File: src/rtl/cfg_host_pkg.sv
package cfg_host_pkg;

  typedef enum logic [3:0] {
    ST_IDLE,
    ST_DROP,
    ST_RAISE,
    ST_PULSE,
    ST_STREAM,
    ST_ERR_LOW,
    ST_WAIT_INIT,
    ST_DONE,
    ST_FATAL
  } seq_state_e;

  function automatic int max_of3(input int a, input int b, input int c);
    int m;
    m = (a > b) ? a : b;
    return (m > c) ? m : c;
  endfunction

endpackage

File: src/rtl/cfg_wait_timer.sv
module cfg_wait_timer #(
  parameter int CNT_W = 8
) (
  input  logic             clk,
  input  logic             rst_n,
  input  logic             clr,
  output logic [CNT_W-1:0] cnt
);

  logic [CNT_W-1:0] cnt_d;
  logic             cnt_en;

  // saturating count, restarted whenever the owner changes phase
  assign cnt_en = clr || (cnt != {CNT_W{1'b1}});

  always_comb begin
    cnt_d = cnt;
    if (clr) cnt_d = '0;
    else     cnt_d = cnt + 1'b1;
  end

  always_ff @(posedge clk or negedge rst_n) begin
    if (!rst_n)      cnt <= '0;
    else if (cnt_en) cnt <= cnt_d;
  end

endmodule

File: src/rtl/cfg_req_gate.sv
module cfg_req_gate (
  input  logic clk,
  input  logic rst_n,
  input  logic want_hi,
  input  logic bypass,
  input  logic stat_n,
  output logic req_n
);

  logic req_d;
  logic req_en;

  // a level change is let through only while request equals status
  assign req_en = bypass || (req_n == stat_n);

  always_comb begin
    req_d = req_n;
    if (req_en) req_d = want_hi;
  end

  always_ff @(posedge clk or negedge rst_n) begin
    if (!rst_n) req_n <= 1'b0;
    else        req_n <= req_d;
  end

  p_req_edge_match_r2: assert property (@(posedge clk) disable iff (!rst_n)
    ((req_n != $past(req_n)) && !$past(bypass)) |-> ($past(req_n) == $past(stat_n)))
    else $error("request edge while request differed from status");

endmodule

File: src/rtl/cfg_stream_stage.sv
module cfg_stream_stage #(
  parameter int DATA_W    = 16,
  parameter int READY_LAG = 2
) (
  input  logic              clk,
  input  logic              rst_n,
  input  logic              en,
  input  logic              src_valid,
  input  logic [DATA_W-1:0] src_data,
  output logic              src_ready,
  input  logic              dev_ready,
  output logic              dev_valid,
  output logic [DATA_W-1:0] dev_data
);

  logic [READY_LAG-1:0] rdy_pipe;
  logic                 rdy_late;
  logic                 full_q, full_d;
  logic [DATA_W-1:0]    word_d;
  logic                 load, xfer;

  // delayed copy of ready: withdraws valid a fixed number of cycles late
  for (genvar g = 0; g < READY_LAG; g++) begin : g_lag
    if (g == 0) begin : g_head
      always_ff @(posedge clk or negedge rst_n) begin
        if (!rst_n) rdy_pipe[0] <= 1'b0;
        else        rdy_pipe[0] <= dev_ready;
      end
    end else begin : g_tail
      always_ff @(posedge clk or negedge rst_n) begin
        if (!rst_n) rdy_pipe[g] <= 1'b0;
        else        rdy_pipe[g] <= rdy_pipe[g-1];
      end
    end
  end

  assign rdy_late  = rdy_pipe[READY_LAG-1];
  assign dev_valid = en && full_q && rdy_late;
  assign xfer      = dev_valid && dev_ready;
  assign src_ready = en && (!full_q || xfer);
  assign load      = src_valid && src_ready;

  always_comb begin
    full_d = full_q;
    if (!en)       full_d = 1'b0;
    else if (load) full_d = 1'b1;
    else if (xfer) full_d = 1'b0;
    word_d = load ? src_data : dev_data;
  end

  always_ff @(posedge clk or negedge rst_n) begin
    if (!rst_n) full_q <= 1'b0;
    else        full_q <= full_d;
  end

  always_ff @(posedge clk or negedge rst_n) begin
    if (!rst_n)    dev_data <= '0;
    else if (load) dev_data <= word_d;
  end

  // run length of ready held low, for the withdraw check
  logic [2:0] low_run;
  always_ff @(posedge clk or negedge rst_n) begin
    if (!rst_n)              low_run <= '0;
    else if (dev_ready)      low_run <= '0;
    else if (low_run != 3'd7) low_run <= low_run + 3'd1;
  end

  p_valid_withdraw_r5: assert property (@(posedge clk) disable iff (!rst_n)
    (low_run >= 3'(READY_LAG)) |-> !dev_valid)
    else $error("valid not withdrawn after ready dropped");

  p_word_hold_r5: assert property (@(posedge clk) disable iff (!rst_n)
    (dev_valid && !dev_ready) |=> (!dev_valid || $stable(dev_data)))
    else $error("unaccepted word changed");

endmodule

File: src/rtl/cfg_host_seq.sv
module cfg_host_seq
  import cfg_host_pkg::*;
#(
  parameter int DATA_W        = 16,
  parameter int STUCK_CYC     = 1000,
  parameter int INIT_WAIT_CYC = 100000,
  parameter int PULSE_CYC     = 100000000,
  parameter int MAX_RETRY     = 3,
  parameter int READY_LAG     = 2
) (
  input  logic              clk,
  input  logic              rst_n,
  input  logic              cmd_start,
  input  logic              cmd_blind,
  input  logic              dev_stat_n,
  input  logic              dev_cfg_done,
  input  logic              dev_init_done,
  input  logic              src_valid,
  input  logic [DATA_W-1:0] src_data,
  output logic              src_ready,
  input  logic              dev_ready,
  output logic              dev_valid,
  output logic [DATA_W-1:0] dev_data,
  output logic              cfg_req_n,
  output logic              busy,
  output logic              configured,
  output logic              err_recov,
  output logic              err_timeout,
  output logic              fatal_pwr_cycle
);

  localparam int MAX_LIM = max_of3(STUCK_CYC, INIT_WAIT_CYC, PULSE_CYC);
  localparam int TMR_W   = $clog2(MAX_LIM + 2) + 1;
  localparam int RETRY_W = $clog2(MAX_RETRY + 2);
  localparam logic [TMR_W-1:0]   STUCK_L = TMR_W'(STUCK_CYC);
  localparam logic [TMR_W-1:0]   INIT_L  = TMR_W'(INIT_WAIT_CYC);
  localparam logic [TMR_W-1:0]   PULSE_L = TMR_W'(PULSE_CYC - 1);
  localparam logic [RETRY_W-1:0] RETRY_L = RETRY_W'(MAX_RETRY);

  // reset: asserted at once, released on the clock
  logic [1:0] rst_sync;
  logic       rst_n_s;
  always_ff @(posedge clk or negedge rst_n) begin
    if (!rst_n) rst_sync <= 2'b00;
    else        rst_sync <= {rst_sync[0], 1'b1};
  end
  assign rst_n_s = rst_sync[1];

  seq_state_e         state_q, state_d;
  logic [RETRY_W-1:0] retry_q, retry_d;
  logic               recov_q, recov_d;
  logic               tmo_q, tmo_d;
  logic               blind_q, blind_d;
  logic               want_hi;
  logic               tmr_clr;
  logic [TMR_W-1:0]   tmr_cnt;
  logic               stream_en;

  cfg_wait_timer #(.CNT_W(TMR_W)) u_timer (
    .clk   (clk),
    .rst_n (rst_n_s),
    .clr   (tmr_clr),
    .cnt   (tmr_cnt)
  );

  cfg_req_gate u_gate (
    .clk     (clk),
    .rst_n   (rst_n_s),
    .want_hi (want_hi),
    .bypass  (blind_q),
    .stat_n  (dev_stat_n),
    .req_n   (cfg_req_n)
  );

  cfg_stream_stage #(.DATA_W(DATA_W), .READY_LAG(READY_LAG)) u_stream (
    .clk       (clk),
    .rst_n     (rst_n_s),
    .en        (stream_en),
    .src_valid (src_valid),
    .src_data  (src_data),
    .src_ready (src_ready),
    .dev_ready (dev_ready),
    .dev_valid (dev_valid),
    .dev_data  (dev_data)
  );

  // next-state process
  always_comb begin
    state_d = state_q;
    retry_d = retry_q;
    recov_d = recov_q;
    tmo_d   = tmo_q;
    blind_d = blind_q;
    want_hi = cfg_req_n;
    unique case (state_q)
      ST_IDLE, ST_DONE: begin
        if (cmd_start) begin
          retry_d = '0;
          recov_d = 1'b0;
          tmo_d   = 1'b0;
          blind_d = cmd_blind;
          state_d = cmd_blind ? ST_PULSE : ST_DROP;
        end
      end
      ST_DROP: begin
        want_hi = 1'b0;
        if (!cfg_req_n && !dev_stat_n) state_d = ST_RAISE;
      end
      ST_RAISE: begin
        want_hi = 1'b1;
        if (cfg_req_n && dev_stat_n)          state_d = ST_STREAM;
        else if (!dev_stat_n && tmr_cnt >= STUCK_L) state_d = ST_FATAL;
      end
      ST_PULSE: begin
        want_hi = 1'b0;
        if (tmr_cnt == PULSE_L) state_d = ST_STREAM;
      end
      ST_STREAM: begin
        want_hi = 1'b1;
        if (!blind_q && !dev_stat_n) state_d = ST_ERR_LOW;
        else if (dev_cfg_done)       state_d = ST_WAIT_INIT;
      end
      ST_ERR_LOW: begin
        want_hi = 1'b1;
        if (dev_stat_n) begin
          recov_d = 1'b1;
          if (retry_q == RETRY_L) begin
            state_d = ST_FATAL;
          end else begin
            retry_d = retry_q + 1'b1;
            state_d = ST_DROP;
          end
        end else if (tmr_cnt >= STUCK_L) begin
          state_d = ST_FATAL;
        end
      end
      ST_WAIT_INIT: begin
        want_hi = 1'b1;
        if (!blind_q && !dev_stat_n) begin
          state_d = ST_ERR_LOW;
        end else if (dev_init_done) begin
          state_d = ST_DONE;
        end else if (tmr_cnt >= INIT_L) begin
          tmo_d   = 1'b1;
          state_d = ST_IDLE;
        end
      end
      ST_FATAL: ;
      default: state_d = ST_FATAL;
    endcase
  end

  assign tmr_clr   = (state_d != state_q);
  assign stream_en = (state_q == ST_STREAM);

  // register process
  always_ff @(posedge clk or negedge rst_n_s) begin
    if (!rst_n_s) begin
      state_q <= ST_IDLE;
      retry_q <= '0;
      recov_q <= 1'b0;
      tmo_q   <= 1'b0;
      blind_q <= 1'b0;
    end else begin
      state_q <= state_d;
      retry_q <= retry_d;
      recov_q <= recov_d;
      tmo_q   <= tmo_d;
      blind_q <= blind_d;
    end
  end

  assign busy            = !(state_q == ST_IDLE || state_q == ST_DONE || state_q == ST_FATAL);
  assign configured      = (state_q == ST_DONE);
  assign err_recov       = recov_q;
  assign err_timeout     = tmo_q;
  assign fatal_pwr_cycle = (state_q == ST_FATAL);

  p_no_stream_before_status_r4: assert property (@(posedge clk) disable iff (!rst_n_s)
    (src_ready && !blind_q) |-> $past(dev_stat_n))
    else $error("stream opened before status rose");

  p_cfgd_after_init_r6: assert property (@(posedge clk) disable iff (!rst_n_s)
    $rose(configured) |-> $past(dev_init_done))
    else $error("configured without initialization-done");

  p_timeout_releases_r7: assert property (@(posedge clk) disable iff (!rst_n_s)
    $rose(err_timeout) |-> (!busy && !configured))
    else $error("timeout left the block busy or configured");

  p_req_held_in_error_r8: assert property (@(posedge clk) disable iff (!rst_n_s)
    (state_q == ST_ERR_LOW) |-> cfg_req_n)
    else $error("request dropped while status was low");

  p_fatal_sticky_r9: assert property (@(posedge clk) disable iff (!rst_n_s)
    fatal_pwr_cycle |=> fatal_pwr_cycle)
    else $error("fatal flag cleared without reset");

  p_retry_bound_r10: assert property (@(posedge clk) disable iff (!rst_n_s)
    (retry_q <= RETRY_L))
    else $error("retry count beyond limit");

endmodule

File: config.mk
export PLATFORM = sky130hd
export DESIGN_NAME = cfg_host_seq
export DESIGN_NICKNAME = d
export VERILOG_FILES = /design/src/rtl/cfg_host_pkg.sv /design/src/rtl/cfg_wait_timer.sv /design/src/rtl/cfg_req_gate.sv /design/src/rtl/cfg_stream_stage.sv /design/src/rtl/cfg_host_seq.sv
export SDC_FILE = /design/constraint.sdc
export NUM_CORES = 1
export LEC_CHECK = 0
export BUFFER_PORTS_ARGS = -buffer_cell sky130_fd_sc_hd__clkbuf_2
export CORE_MARGIN = 3
export CORE_UTILIZATION = 58
export CTS_CLUSTER_DIAMETER = 40
export DETAILED_ROUTE_END_ITERATION = 6
export PLACE_DENSITY = 0.81
export SLEW_MARGIN = 20
export SYNTH_ARGS = -nofsm -noshare
export SYNTH_HDL_FRONTEND = slang
export SYNTH_SLANG_ARGS = --single-unit
File: constraint.sdc
create_clock -name clk -period 2.53 [get_ports clk]
set_input_delay 0.506 -clock clk [delete_from_list [all_inputs] [get_ports clk]]
set_output_delay 0.506 -clock clk [all_outputs]
set_load 0.01 [all_outputs]
Word level (Yosys, flattened, before mapping)
Index checks and enable logic that the tools add are counted.
{ "totals": {"reg_bits": 60, "output_inout_bits": 24} }
{ "classes": {"n_addsub": 2, "order_cmp": 2, "n_eq_ne": 20, "n_mux": 31, "n_reduce_logical": 31} }
{ "op_table": {"columns": ["cell", "n"], "rows": [
  ["$mux 4", 13],
  ["$pmux 4 s8", 1],
  ["$add 28x1->28 const B", 1],
  ["$eq 28x27->1 const B", 1],
  ["$ge 28x10->1 const B", 1],
  ["$ge 28x17->1 const B", 1],
  ["$mux 28", 1],
  ["$ne 28x28->1 const B", 1],
  ["$eq 4x3->1 const B", 4],
  ["$ne 2x2->1 const B", 6],
  ["$logic_and 1x1->1", 9],
  ["$mux 3", 3],
  ["$eq 4x2->1 const B", 2],
  ["$mux 1", 8],
  ["$pmux 1 s2", 3],
  ["$pmux 3 s2", 1],
  ["$reduce_bool 2->1", 3],
  ["$logic_not 1->1", 5],
  ["$logic_or 1x1->1", 5],
  ["$reduce_and 5->1", 1],
  ["$eq 4x1->1 const B", 1],
  ["$eq 4x4->1 const B", 1],
  ["$logic_not 4->1", 1],
  ["$ne 4x4->1", 1],
  ["10 further kinds", 12]
]} }

Logic depth before layout (Yosys ltp)
Gate-level depths: netlist of the first run.
{ "depth": {"depth_word": 9, "mapped_depth": 10, "depth_no_buf": 9} }

By module
A second synthesis of the first run with hierarchy kept.
{ "unflattened": {"cells_unflattened": 358, "area_unflattened_um2": 3473.3} }
{ "by_module_without_submodules": {"columns": ["module", "n_inst", "cells_per_inst", "area_per_inst_um2"], "rows": [
  ["cfg_wait_timer", 1, 169, 1567.8],
  ["cfg_host_seq", 1, 142, 1087.3],
  ["cfg_stream_stage", 1, 42, 770.7],
  ["cfg_req_gate", 1, 5, 47.5]
]} }

Worst setup path before layout of the first run
No wires, ideal clock.
{ "synth_timing": {"kind": "reg2reg", "startpoint": "register u_timer.cnt[1]", "endpoint": "register u_timer.cnt[10]", "arrival_ns": 2.249, "path_slack_ns": 0.149, "path_stages_with_launch": 9, "path_buffers": 1, "synth_period_minus_slack_ns": 2.381, "path_cell_list": "dfrtp_1 -> ha_1 -> nand4_1 -> nor4_4 -> a21oi_2 -> or4b_4 -> a21oi_2 -> buf_6 -> nor4_2"} }
{ "synth_between": {"elab_chain_cells": 7} }
{ "synth_rtl": {"columns": ["element", "line_no", "text"], "rows": [
  ["start, declared", "cfg_wait_timer.sv:7", "output logic [CNT_W-1:0] cnt"],
  ["start signal, assigned", "cfg_wait_timer.sv:24", "else if (cnt_en) cnt <= cnt_d;"],
  ["$ge 28x17->1 or $ge 28x10->1 (tied branches)", "cfg_host_seq.sv:143, cfg_host_seq.sv:112, cfg_host_seq.sv:133", null],
  ["$mux 4 or $logic_and 1x1->1 (tied branches)", "cfg_host_seq.sv:143, cfg_host_seq.sv:112", null],
  ["$mux 4 (on tied branches)", "cfg_host_seq.sv:141, cfg_host_seq.sv:112", null],
  ["$mux 4 (on tied branches)", "cfg_host_seq.sv:139, cfg_host_seq.sv:111", null],
  ["$pmux 4 s8 *", "cfg_host_seq.sv:95", "unique case (state_q)"],
  ["via state_d[0]", "cfg_host_seq.sv:49", "seq_state_e state_q, state_d;"],
  ["$ne 4x4->1 *", "cfg_host_seq.sv:153", "assign tmr_clr = (state_d != state_q);"],
  ["$mux 28 or $logic_or 1x1->1 (tied branches)", "cfg_wait_timer.sv:18, cfg_wait_timer.sv:14", null]
]} }
The timed path passes the listed nets; every way through them passes the cells marked *.
A chain may end at the register's enable or synchronous reset.

Worst setup path after layout of the first run
{ "layout_timing": {"startpoint": "register u_timer.cnt[1]", "endpoint": "register u_timer.cnt[14]"} }
Same word-level chain as after synthesis.

==> run_results.csv, run 1 <==
group,metric,value,unit
outcome,status,"finished clean",
sta,slew_headroom,0.559,
layout,drive_gt1_frac,0.401,
synthesis,synth_top_area_frac,0.432,
detailed_routing,num_vias,2821,
cts,cts_max_level,3,
die,core_area,5640,um^2
sta,rsz0062_at_grt,"yes",
setup_path,crit_required,2.78,ns
synthesis,netlist_top_cells_area,"dfrtp_1 43%, nor4_2 6.8%, mux2_2 5.2%",
die,ios,49,
power_and_ir_drop,p_per_area,1040,nW/um^2
layout,antenna_cells,0,
grt,grt_util_all_layers,0.238,
layout,fin_area,4330,um^2
synthesis,synth_area_leader_cell,"dfrtp_1",
layout,syn_to_final_growth,24.6,%
synthesis,syn_area,3480,um^2
layout,n_fill_cell,343,
die,die_h,83.4,um
detailed_routing,wl_met2,4040,um
synthesis,synthCells,323,
layout,num-nets-final,437,
run,cap_viol_max_count,0,
detailed_routing,drt_first_pass_iters,4,
synthesis,ys_warn_count,0,
layout,mostFrequentLayoutCells,"58 x dfrtp_1, 48 x clkbuf_2, 32 x buf_4, 22 x nor2_1, 21 x nor4_2",
setup_path,end_kind,"flip-flop",
synthesis,seq_area_frac_synth,0.432,
setup_path,critPathBufInv,1,
sta,finalClockSkew,0.00947,ns
placement,post-place-ws,-0.00443,ns
detailed_routing,drt_iter0_markers,192,
die,die_w,83.4,um
grt,grt_pass1_vias,2830,
hold_path,hold_path_class,"reg -> async",
synthesis,yosys_most_used_dff,"dfrtp_1",
sta,slew_violations,0,
cts,clockRootBuffer,"clkbuf_8",
cts,cts_buffers,9,
sta,setup_viol_count_final,0,
die,fp.dieArea,6960,um^2
synthesis,ys_ff_latch,60,
synthesis,syn_area_per_cell,10.8,um^2
sta,fmaxAchievable,405,MHz
sta,timing.final.crit_share,0.976,
setup_path,startpoint_type,"flip-flop",
setup_path,path_delay_family,"simple AND/OR/NAND/NOR gates",
synthesis,synth_fp_nets,354,
setup_path,crit_path_max_fanout,14,
setup_path,arrival,2.72,ns
synthesis,ys_types,56,
sta,finalHoldViolCount,0,
sta,timing.final.crit_period,2.47,ns
grt,grt_pass1_wl,13500,um
detailed_routing,via_per_inst,5.84,
synthesis,synth_edf_count,0,
grt,grt_max_degree,26,
setup_path,path_class,"reg -> reg",
placement,place_congestion,0.921,
detailed_routing,top_layer,"met4",
power_and_ir_drop,power_leakage,1.83,nW
detailed_routing,wl_met3,343,um
sta,worst_slew_pin_slew,0.660,ns
cts,cts.clk_slew.worst_paths,0.07,ns
sta,fin_setup_tns,0,ns
detailed_routing,routedWlPerCell,16.6,um
die,placementRows,27,
cts,clock-sinks,60,
cts,cts_tree,"done",
grt,overflow,0,
detailed_routing,routed_wl,8000,um
setup_path,critical-path-max-stage-delay,0.54,ns
detailed_routing,drc_errors,0,
die,initial_utilization,0.617,
cts,clk_path_buf_depth,2,
placement,dp.final_hpwl,5610,um
placement,place_area,4000,um^2
detailed_routing,met1_length,3430,um
placement,port_buffers,48,
sta,worst_slack,0.0610,ns
layout,final_common_cell,"dfrtp_1",
cts,clk_latency,0.35,ns
setup_path,critical-path-slowest-cell,"or4b_4",
setup_path,path_cells,"ha_2 -> nand4_1 -> nor4_4 -> a21oi_2 -> or4b_4 -> nor3_4 -> a21oi_4 -> buf_12 -> nor4_2",
grt,antenna_found_initial,0,
power_and_ir_drop,ir_drop,0.838,mV
detailed_routing,ant_nets,0,
synthesis,postSynth.asyncResetShare,1.00,
-- layout make-up --
class                   instances  area, um^2  area share
inverters                      18        67.6      0.0156
clock inverters                 6        88.8      0.0205
repair buffers                 85         571       0.132
clock buffers                  10         128      0.0295
well taps                      72        90.1      0.0208
multi-input cells             232        1880       0.435
flip-flops and latches         60        1500       0.347
-- cell families after synthesis --
group / count (synthesis) / synth area share
AOI/OAI and AO/OA: 40 / 0.0799
xor gates and xnor gates: 25 / 0.0651
adders and majority gates: 6 / 0.0216
buffers and inverters: 31 / 0.0475
DFF: 60 / 0.432
muxes: 18 / 0.0611
other: 1 / 0.00108
and+or+nand+nor: 142 / 0.292
-- path summary, 6_finish.rpt --
kind	slack (ns)	startpoint	cells after the start	endpoint
max	0.06	u_timer.cnt[1]	9	u_timer.cnt[14]
min	0.26	rst_sync[1]	0	u_timer.cnt[27]
max reg2reg	0.06	u_timer.cnt[1]	9	u_timer.cnt[14]
min reg2reg	0.26	rst_sync[1]	0	u_timer.cnt[27]
max in group asynchronous	1.54	rst_sync[1]	1	blind_q
min in group clk	0.28	dev_ready	1	u_stream.rdy_pipe[0]
-- flip-flops by register name, summed over array words and instances (netlist names) --
| signal | cells |
|---|---|
| err_recov | 1 |
| u_stream.full_q | 1 |
| u_stream.rdy_pipe | 1 |
| blind_q | 1 |
| u_stream.rdy_late | 1 |
| u_gate.req_n | 1 |
| rst_sync | 2 |
| u_timer.cnt | 28 |
| u_stream.dev_data | 16 |
| state_q | 4 |
| err_timeout | 1 |
| retry_q | 3 |
-- Yosys cell counts, types with 6 or more instances --
library cell / count
xor2_1: 6
nand3_1: 13
buf_2: 6
o21ai_0: 11
ha_1: 6
xnor2_1: 18
or3_1: 7
dfrtp_1: 60
nor3_1: 7
mux2_2: 16
nor4_1: 11
inv_1: 18
nand4_1: 7
nand2_1: 18
nor2_1: 22
nor4_2: 19
-- metrics by stage --
step	hold slack, ns	std cells	utilization	total power, mW
after global placement	0.255	461	0.709	3.38
after floorplan	0.210	323	-	2.66
final	0.260	483	0.768	4.51
after CTS	0.276	479	0.754	4.43
after global routing	0.272	483	0.768	4.76
after detailed placement	0.278	461	0.709	3.44
-- layer usage --
metal,global-route usage,vias to the layer above
met5,0,-
met4,0.0936,0
met3,0.0516,16
met2,0.399,81
met1,0.301,1381
li1,-,1343
-- what timing repair did --
action / 4_1_cts / 5_1_grt
resized for setup: 3 / 8
setup endpoints to repair: 7 / 28
pin swaps: 3 / 6
gates cloned: 0 / 0
hold buffers: 1 / 0
buffers inserted: 1 / 4
endpoints found under the hold margin: 2 / 0
-- report_power, final --
part	leakage [nW]	switching [mW]	internal (mW)	total (mW)
Combinational	0.939	1.33	0.926	2.26
Clock	0.102	0.398	0.554	0.952
Sequential	0.789	0.143	1.15	1.30
(Power assumes the default switching activity.)
==> inputs of run 2 (changes only) <==
==> constraint.sdc (replaced) <==
create_clock -name clk -period 2.53 [get_ports clk]
set_input_delay 0.1265 -clock clk [delete_from_list [all_inputs] [get_ports clk]]
set_output_delay 0.1265 -clock clk [all_outputs]
set_load 0.01 [all_outputs]
==> run 2 against run 1 <==
Net effect:
- the flow now finishes with violations (negative setup slack)
- cell area grew 4.8%
- via count increased by 11%
- wire length is 18% higher
- final cell count increased by 3.7%
- critical endpoint is now u_timer.cnt[23]
- largest cell class unchanged
==> run_results.csv, run 2 (synthesis gave the netlist of run 1 again) <==
group,metric,value,unit
outcome,status,"finished, violations left",
outcome,failed_checks,"negative setup slack",
layout,final_cell_count_no_fill,501,
layout,largest_reg_flops,28,
setup_path,arrival,2.80,ns
setup_path,startpoint_type,"flip-flop",
layout,top_register,"u_timer.cnt",
grt,grt_pass1_vias,3022,
sta,hold_ws,0.00537,ns
placement,placed_cells,461,
die,die_w,83.4,um
setup_path,r2r-end,"u_timer.cnt[23]",
power_and_ir_drop,total_power,4.69,mW
setup_path,critical-path-max-stage-delay,0.56,ns
cts,clk_path_buf_depth,2,
cts,cts_buffers,9,
cts,cts_max_level,3,
setup_path,rr_worst_depth,9,
sta,worst_slew_pin_slew,0.748,ns
detailed_routing,drc_errors,0,
layout,mostFrequentLayoutCells,"57 x dfrtp_1, 48 x clkbuf_2, 37 x buf_4, 22 x nor2_1",
power_and_ir_drop,power_frac_seq,0.281,
power_and_ir_drop,power.share.clock,0.186,
layout,fin_util,0.805,
layout,num-nets-final,455,
sta,timing.final.crit_share,1.02,
layout,syn_to_final_growth,30.5,%
layout,reg.largest.list,"u_timer.cnt: 28 flops, u_stream.dev_data: 16 flops, state_q: 4 flops",
power_and_ir_drop,p_per_area,1030,nW/um^2
layout,drive_gt1_frac,0.406,
die,core_area,5640,um^2
detailed_routing,via_per_inst,6.25,
setup_path,critical-path-slowest-cell,"or4b_4",
layout,antenna_cells,0,
sta,rsz0062_at_grt,"yes",
hold_path,hold_end,"u_stream.dev_data[12]",
power_and_ir_drop,p_comb_frac,0.533,
setup_path,path_cells,"ha_2 -> nand4_1 -> nor4_4 -> a21oi_2 -> or4b_4 -> buf_4 -> a21oi_4 -> buf_12 -> nor4_2",
sta,slew_violations,0,
cts,cts_tree,"done",
layout,final_common_cell,"dfrtp_1",
detailed_routing,routedWlPerCell,18.8,um
layout,fin_area,4540,um^2
power_and_ir_drop,power.switching_fraction,0.442,
power_and_ir_drop,power.internal,2.62,mW
die,die_h,83.4,um
cts,clk_latency,0.35,ns
cts,clock-sinks,60,
setup_path,reg2reg_slack,-0.05,ns
die,initial_utilization,0.617,
detailed_routing,ant_nets,0,
layout,n_fill_cell,317,
cts,cts.clk_slew.worst_paths,0.08,ns
setup_path,end_kind,"flip-flop",
layout,multi_input_area,1940,um^2
hold_path,min_from,"src_data[12]",
die,ios,49,
power_and_ir_drop,power.switching,2.07,mW
hold_path,hold_path_depth,2,
sta,fmaxAchievable,387,MHz
layout,ff_latch_area,1510,um^2
detailed_routing,drt_iter0_markers,260,
grt,grt_max_degree,59,
sta,setup_viol_count_final,16,
detailed_routing,routed_wl,9420,um
setup_path,crit_path_max_fanout,14,
placement,dp.final_hpwl,5650,um
grt,antenna_found_initial,0,
hold_path,hold_path_class,"in -> reg",
grt,grt_util_all_layers,0.258,
detailed_routing,drt_first_pass_iters,5,
die,fp.dieArea,6960,um^2
sta,finalClockSkew,0.0101,ns
placement,port_buffers,48,
setup_path,crit_required,2.75,ns
power_and_ir_drop,power_leakage,1.93,nW
power_and_ir_drop,ir_drop,0.833,mV
sta,slew_headroom,0.500,
grt,grt_pass1_wl,14300,um
placement,place_congestion,0.956,
run,cap_viol_max_count,0,
sta,timing.final.crit_period,2.58,ns
sta,finalHoldViolCount,0,
setup_path,path_class,"reg -> reg",
placement,place_area,4000,um^2
cts,clockRootBuffer,"clkbuf_8",
sta,worst_slack,-0.0539,ns
grt,overflow,0,
die,placementRows,27,
detailed_routing,num_vias,3132,
setup_path,worst_r2r_startpoint,"u_timer.cnt[0]",
## run 2: cell count changes in the layout (fill, tap and decap cells not counted), sizes merged
| cell | change |
|---|---|
| clkinv | +3 |
| clkbuf | -1 |
| bufinv | -1 |
| buf | +5 |
| inv | +1 |
| dlygate4sd3 | +13 |
| clkinvlp | -2 |
## run 2: metrics by stage
stage / setup slack (ns) / setup TNS (ns)
floorplan: 0.149 / 0
global placement: 0.102 / 0
detailed placement: -0.0784 / -0.0812
CTS: 0.000840 / 0
global route: -0.167 / -2.90
finish: -0.0539 / -0.562
## run 2: how the worst max path moves through the flow
stage | from | slack, ns | endpoint
2_1_floorplan | u_timer.cnt[1] | 0.15 | u_timer.cnt[10]
3_3_place_gp | u_timer.cnt[0] | 0.10 | u_timer.cnt[0]
3_5_place_dp | u_timer.cnt[0] | -0.08 | u_timer.cnt[3]
4_1_cts | u_timer.cnt[0] | 0.0008 | u_timer.cnt[21]
5_1_grt | u_timer.cnt[0] | -0.17 | u_timer.cnt[3]
6_report | u_timer.cnt[0] | -0.05 | u_timer.cnt[23]
## run 2: power by group through the flow
stage	Clock, mW	Sequential [mW]	Combinational, mW
floorplan	0	1.35	1.31
global placement	0	1.31	2.12
detailed placement	0	1.32	2.18
CTS	0.882	1.30	2.23
global route	0.942	1.34	2.65
finish	0.873	1.32	2.50
## run 2: area by class of cell
cell class | instances | share of cell area
tap | 72 | 0.0198
clock buffer | 9 | 0.0273
timing repair buffer | 103 | 0.163
inverter | 18 | 0.0149
multi-input combinational | 232 | 0.427
sequential | 60 | 0.332
clock inverter | 7 | 0.0165
## run 2: critical path, delay by kind of cell, from the launching register on
kind                     cells  cell delay (ns)
AND/OR/NAND/NOR              4             1.13
buffers and inverters        2             0.40
flip-flops                   1             0.39
AO/OA/AOI/OAI                2             0.32
adder cells (fa/ha/maj)      1             0.20
## run 2: what timing repair did
item	in CTS	in global routing
buffers inserted	1	9
endpoints found under the setup margin	9	28
gates cloned	0	0
resized for setup	2	17
endpoints found under the hold margin	15	0
pin swaps	3	7
hold buffers	14	0
## run 2: per-layer routing
| metal | share of wire | GRT usage |
|---|---|---|
| met5 | 0 | 0 |
| met4 | 0.051 | 0.121 |
| met3 | 0.073 | 0.0575 |
| met2 | 0.50 | 0.433 |
| met1 | 0.37 | 0.314 |
==> inputs of run 3 (changes only) <==
--- a/config.mk
+++ b/config.mk
@@ -11,6 +11,7 @@
 export CTS_CLUSTER_DIAMETER = 40
 export DETAILED_ROUTE_END_ITERATION = 6
 export PLACE_DENSITY = 0.81
+export SKIP_LAST_GASP = 1
 export SLEW_MARGIN = 20
 export SYNTH_ARGS = -nofsm -noshare
 export SYNTH_HDL_FRONTEND = slang
==> run 3 against run 2 <==
Net effect:
- the flow still finishes with violations (negative setup slack)
- combinational power barely moved
- sequential power barely moved
- utilization unchanged
- first-iteration DRC count fell by 8.8%
- clock skew is essentially flat
- non-clock buffer count did not move
- register-to-register slack is essentially flat
- count of clock-buffer cells in the layout did not move
- largest power group unchanged
==> run_results.csv, run 3 (synthesis gave the netlist of run 1 again) <==
group,metric,value,unit
layout,reg.largest.list,"u_timer.cnt: 28 flops, u_stream.dev_data: 16 flops, state_q: 4 flops",
layout,top_register,"u_timer.cnt",
power_and_ir_drop,power.share.clock,0.186,
die,die_w,83.4,um
placement,port_buffers,48,
layout,num-nets-final,455,
cts,cts_tree,"done",
die,ios,49,
detailed_routing,drt_first_pass_iters,5,
hold_path,hold_end,"u_stream.dev_data[12]",
sta,setup_viol_count_final,16,
sta,rsz0062_at_grt,"yes",
layout,antenna_cells,0,
layout,syn_to_final_growth,30.5,%
setup_path,critPathBufInv,2,
layout,largest_reg_flops,28,
outcome,status,"finished, violations left",
grt,grt_max_degree,59,
sta,worst_slack,-0.0442,ns
grt,grt_pass1_wl,14300,um
setup_path,critical-path-slowest-cell,"or4b_4",
setup_path,worst_r2r_startpoint,"u_timer.cnt[0]",
sta,finalClockSkew,0.0103,ns
die,fp.dieArea,6960,um^2
grt,overflow,0,
layout,final_common_cell,"dfrtp_1",
setup_path,path_delay_family,"simple AND/OR/NAND/NOR gates",
sta,finalHoldViolCount,0,
die,die_h,83.4,um
grt,grt_pass1_vias,3022,
cts,cts_max_level,3,
detailed_routing,routedWlPerCell,18.9,um
setup_path,crit_path_max_fanout,14,
setup_path,startpoint_type,"flip-flop",
placement,place_congestion,0.956,
setup_path,end_kind,"flip-flop",
layout,drive_gt1_frac,0.406,
sta,worst_slew_pin_slew,0.746,ns
cts,clk_latency,0.35,ns
cts,clockRootBuffer,"clkbuf_8",
hold_path,min_from,"src_data[12]",
cts,cts_buffers,9,
placement,place_area,4000,um^2
outcome,failed_checks,"negative setup slack",
cts,cts.clk_slew.worst_paths,0.08,ns
setup_path,reg2reg_slack,-0.04,ns
sta,fin_setup_tns,-0.421,ns
power_and_ir_drop,power.switching_fraction,0.442,
detailed_routing,routed_wl,9460,um
run,cap_viol_max_count,0,
power_and_ir_drop,p_comb_frac,0.533,
power_and_ir_drop,power_leakage,1.93,nW
detailed_routing,drc_errors,0,
setup_path,arrival,2.79,ns
power_and_ir_drop,p_per_area,1030,nW/um^2
placement,dp.final_hpwl,5650,um
cts,clk_path_buf_depth,2,
layout,fin_area,4540,um^2
die,placementRows,27,
layout,mostFrequentLayoutCells,"57 x dfrtp_1, 48 x clkbuf_2, 37 x buf_4, 22 x nor2_1",
setup_path,path_class,"reg -> reg",
setup_path,r2r-end,"u_timer.cnt[23]",
die,core_area,5640,um^2
power_and_ir_drop,power.switching,2.07,mW
setup_path,path_cells,"ha_2 -> nand4_1 -> nor4_4 -> a21oi_2 -> or4b_4 -> buf_4 -> a21oi_4 -> buf_12 -> nor4_2",
sta,timing.final.crit_share,1.02,
hold_path,hold_path_depth,2,
die,initial_utilization,0.617,
grt,grt_util_all_layers,0.258,
sta,timing.final.crit_period,2.57,ns
sta,slew_violations,0,
layout,final_cell_count_no_fill,501,
setup_path,rr_worst_depth,9,
detailed_routing,drt_iter0_markers,237,
sta,slew_headroom,0.502,
cts,clock-sinks,60,
power_and_ir_drop,ir_drop,0.833,mV
detailed_routing,num_vias,3152,
layout,n_fill_cell,317,
sta,fmaxAchievable,388,MHz
power_and_ir_drop,power_frac_seq,0.281,
placement,placed_cells,461,
detailed_routing,via_per_inst,6.29,
power_and_ir_drop,power.internal,2.62,mW
setup_path,critical-path-max-stage-delay,0.56,ns
detailed_routing,ant_nets,0,
hold_path,hold_path_class,"in -> reg",
grt,antenna_found_initial,0,
setup_path,crit_required,2.75,ns
sta,hold_ws,0.00626,ns
## run 3: cell counts in the layout (fill, tap and decap cells not counted)
Identical to the previous run, type by type.
## run 3: power groups by stage
stage	clock network (mW)	registers, mW	logic, mW
4_1_cts	0.882	1.30	2.23
3_3_place_gp	0	1.31	2.12
3_5_place_dp	0	1.32	2.18
5_1_grt	0.942	1.34	2.65
2_1_floorplan	0	1.35	1.31
6_report	0.870	1.32	2.50
## run 3: metrics by stage
| step | utilization | power [mW] | setup slack [ns] |
|---|---|---|---|
| after floorplan | - | 2.66 | 0.149 |
| after global placement | 0.709 | 3.43 | 0.102 |
| after detailed placement | 0.709 | 3.50 | -0.0784 |
| after CTS | 0.773 | 4.42 | 0.000840 |
| after global routing | 0.805 | 4.93 | -0.167 |
| final | 0.805 | 4.69 | -0.0442 |
## run 3: layout make-up
cell class | instances | area (um^2) | share of cell area
clock inverters | 7 | 75.1 | 0.0165
clock buffers | 9 | 124 | 0.0273
flip-flops and latches | 60 | 1510 | 0.332
inverters | 18 | 67.6 | 0.0149
repair buffers | 103 | 738 | 0.163
well taps | 72 | 90.1 | 0.0198
multi-input cells | 232 | 1940 | 0.427
## run 3: worst register-to-register path, cell delays in order, from the launching register on
cell and delay (ns):
dfrtp_1 0.39, ha_2 0.20, nand4_1 0.18, nor4_4 0.31
a21oi_2 0.10, or4b_4 0.56, buf_4 0.17, a21oi_4 0.22
buf_12 0.23, nor4_2 0.08
## run 3: worst max-delay path by stage
stage	startpoint	to	slack, ns	depth (start not counted)
finish	u_timer.cnt[0]	u_timer.cnt[23]	-0.04	9
global route	u_timer.cnt[0]	u_timer.cnt[3]	-0.17	9
global placement	u_timer.cnt[0]	u_timer.cnt[0]	0.10	9
CTS	u_timer.cnt[0]	u_timer.cnt[21]	0.0008	9
detailed placement	u_timer.cnt[0]	u_timer.cnt[3]	-0.08	9
floorplan	u_timer.cnt[1]	u_timer.cnt[10]	0.15	8
## run 3: timing repair
item / CTS / global route
setup buffers: 1 / 9
setup endpoints to repair: 9 / 28
resized for setup: 2 / 17
pin swaps: 3 / 6
hold buffers: 14 / 0
endpoints found under the hold margin: 15 / 0
## run 3: routing by layer
layer  vias to the layer above  GRT usage  share of wire
met3                        60     0.0575          0.067
met2                       190      0.433           0.50
met1                      1518      0.314           0.38
met4                         0      0.121          0.052
met5                         -          0              0
li1                       1384          -              -
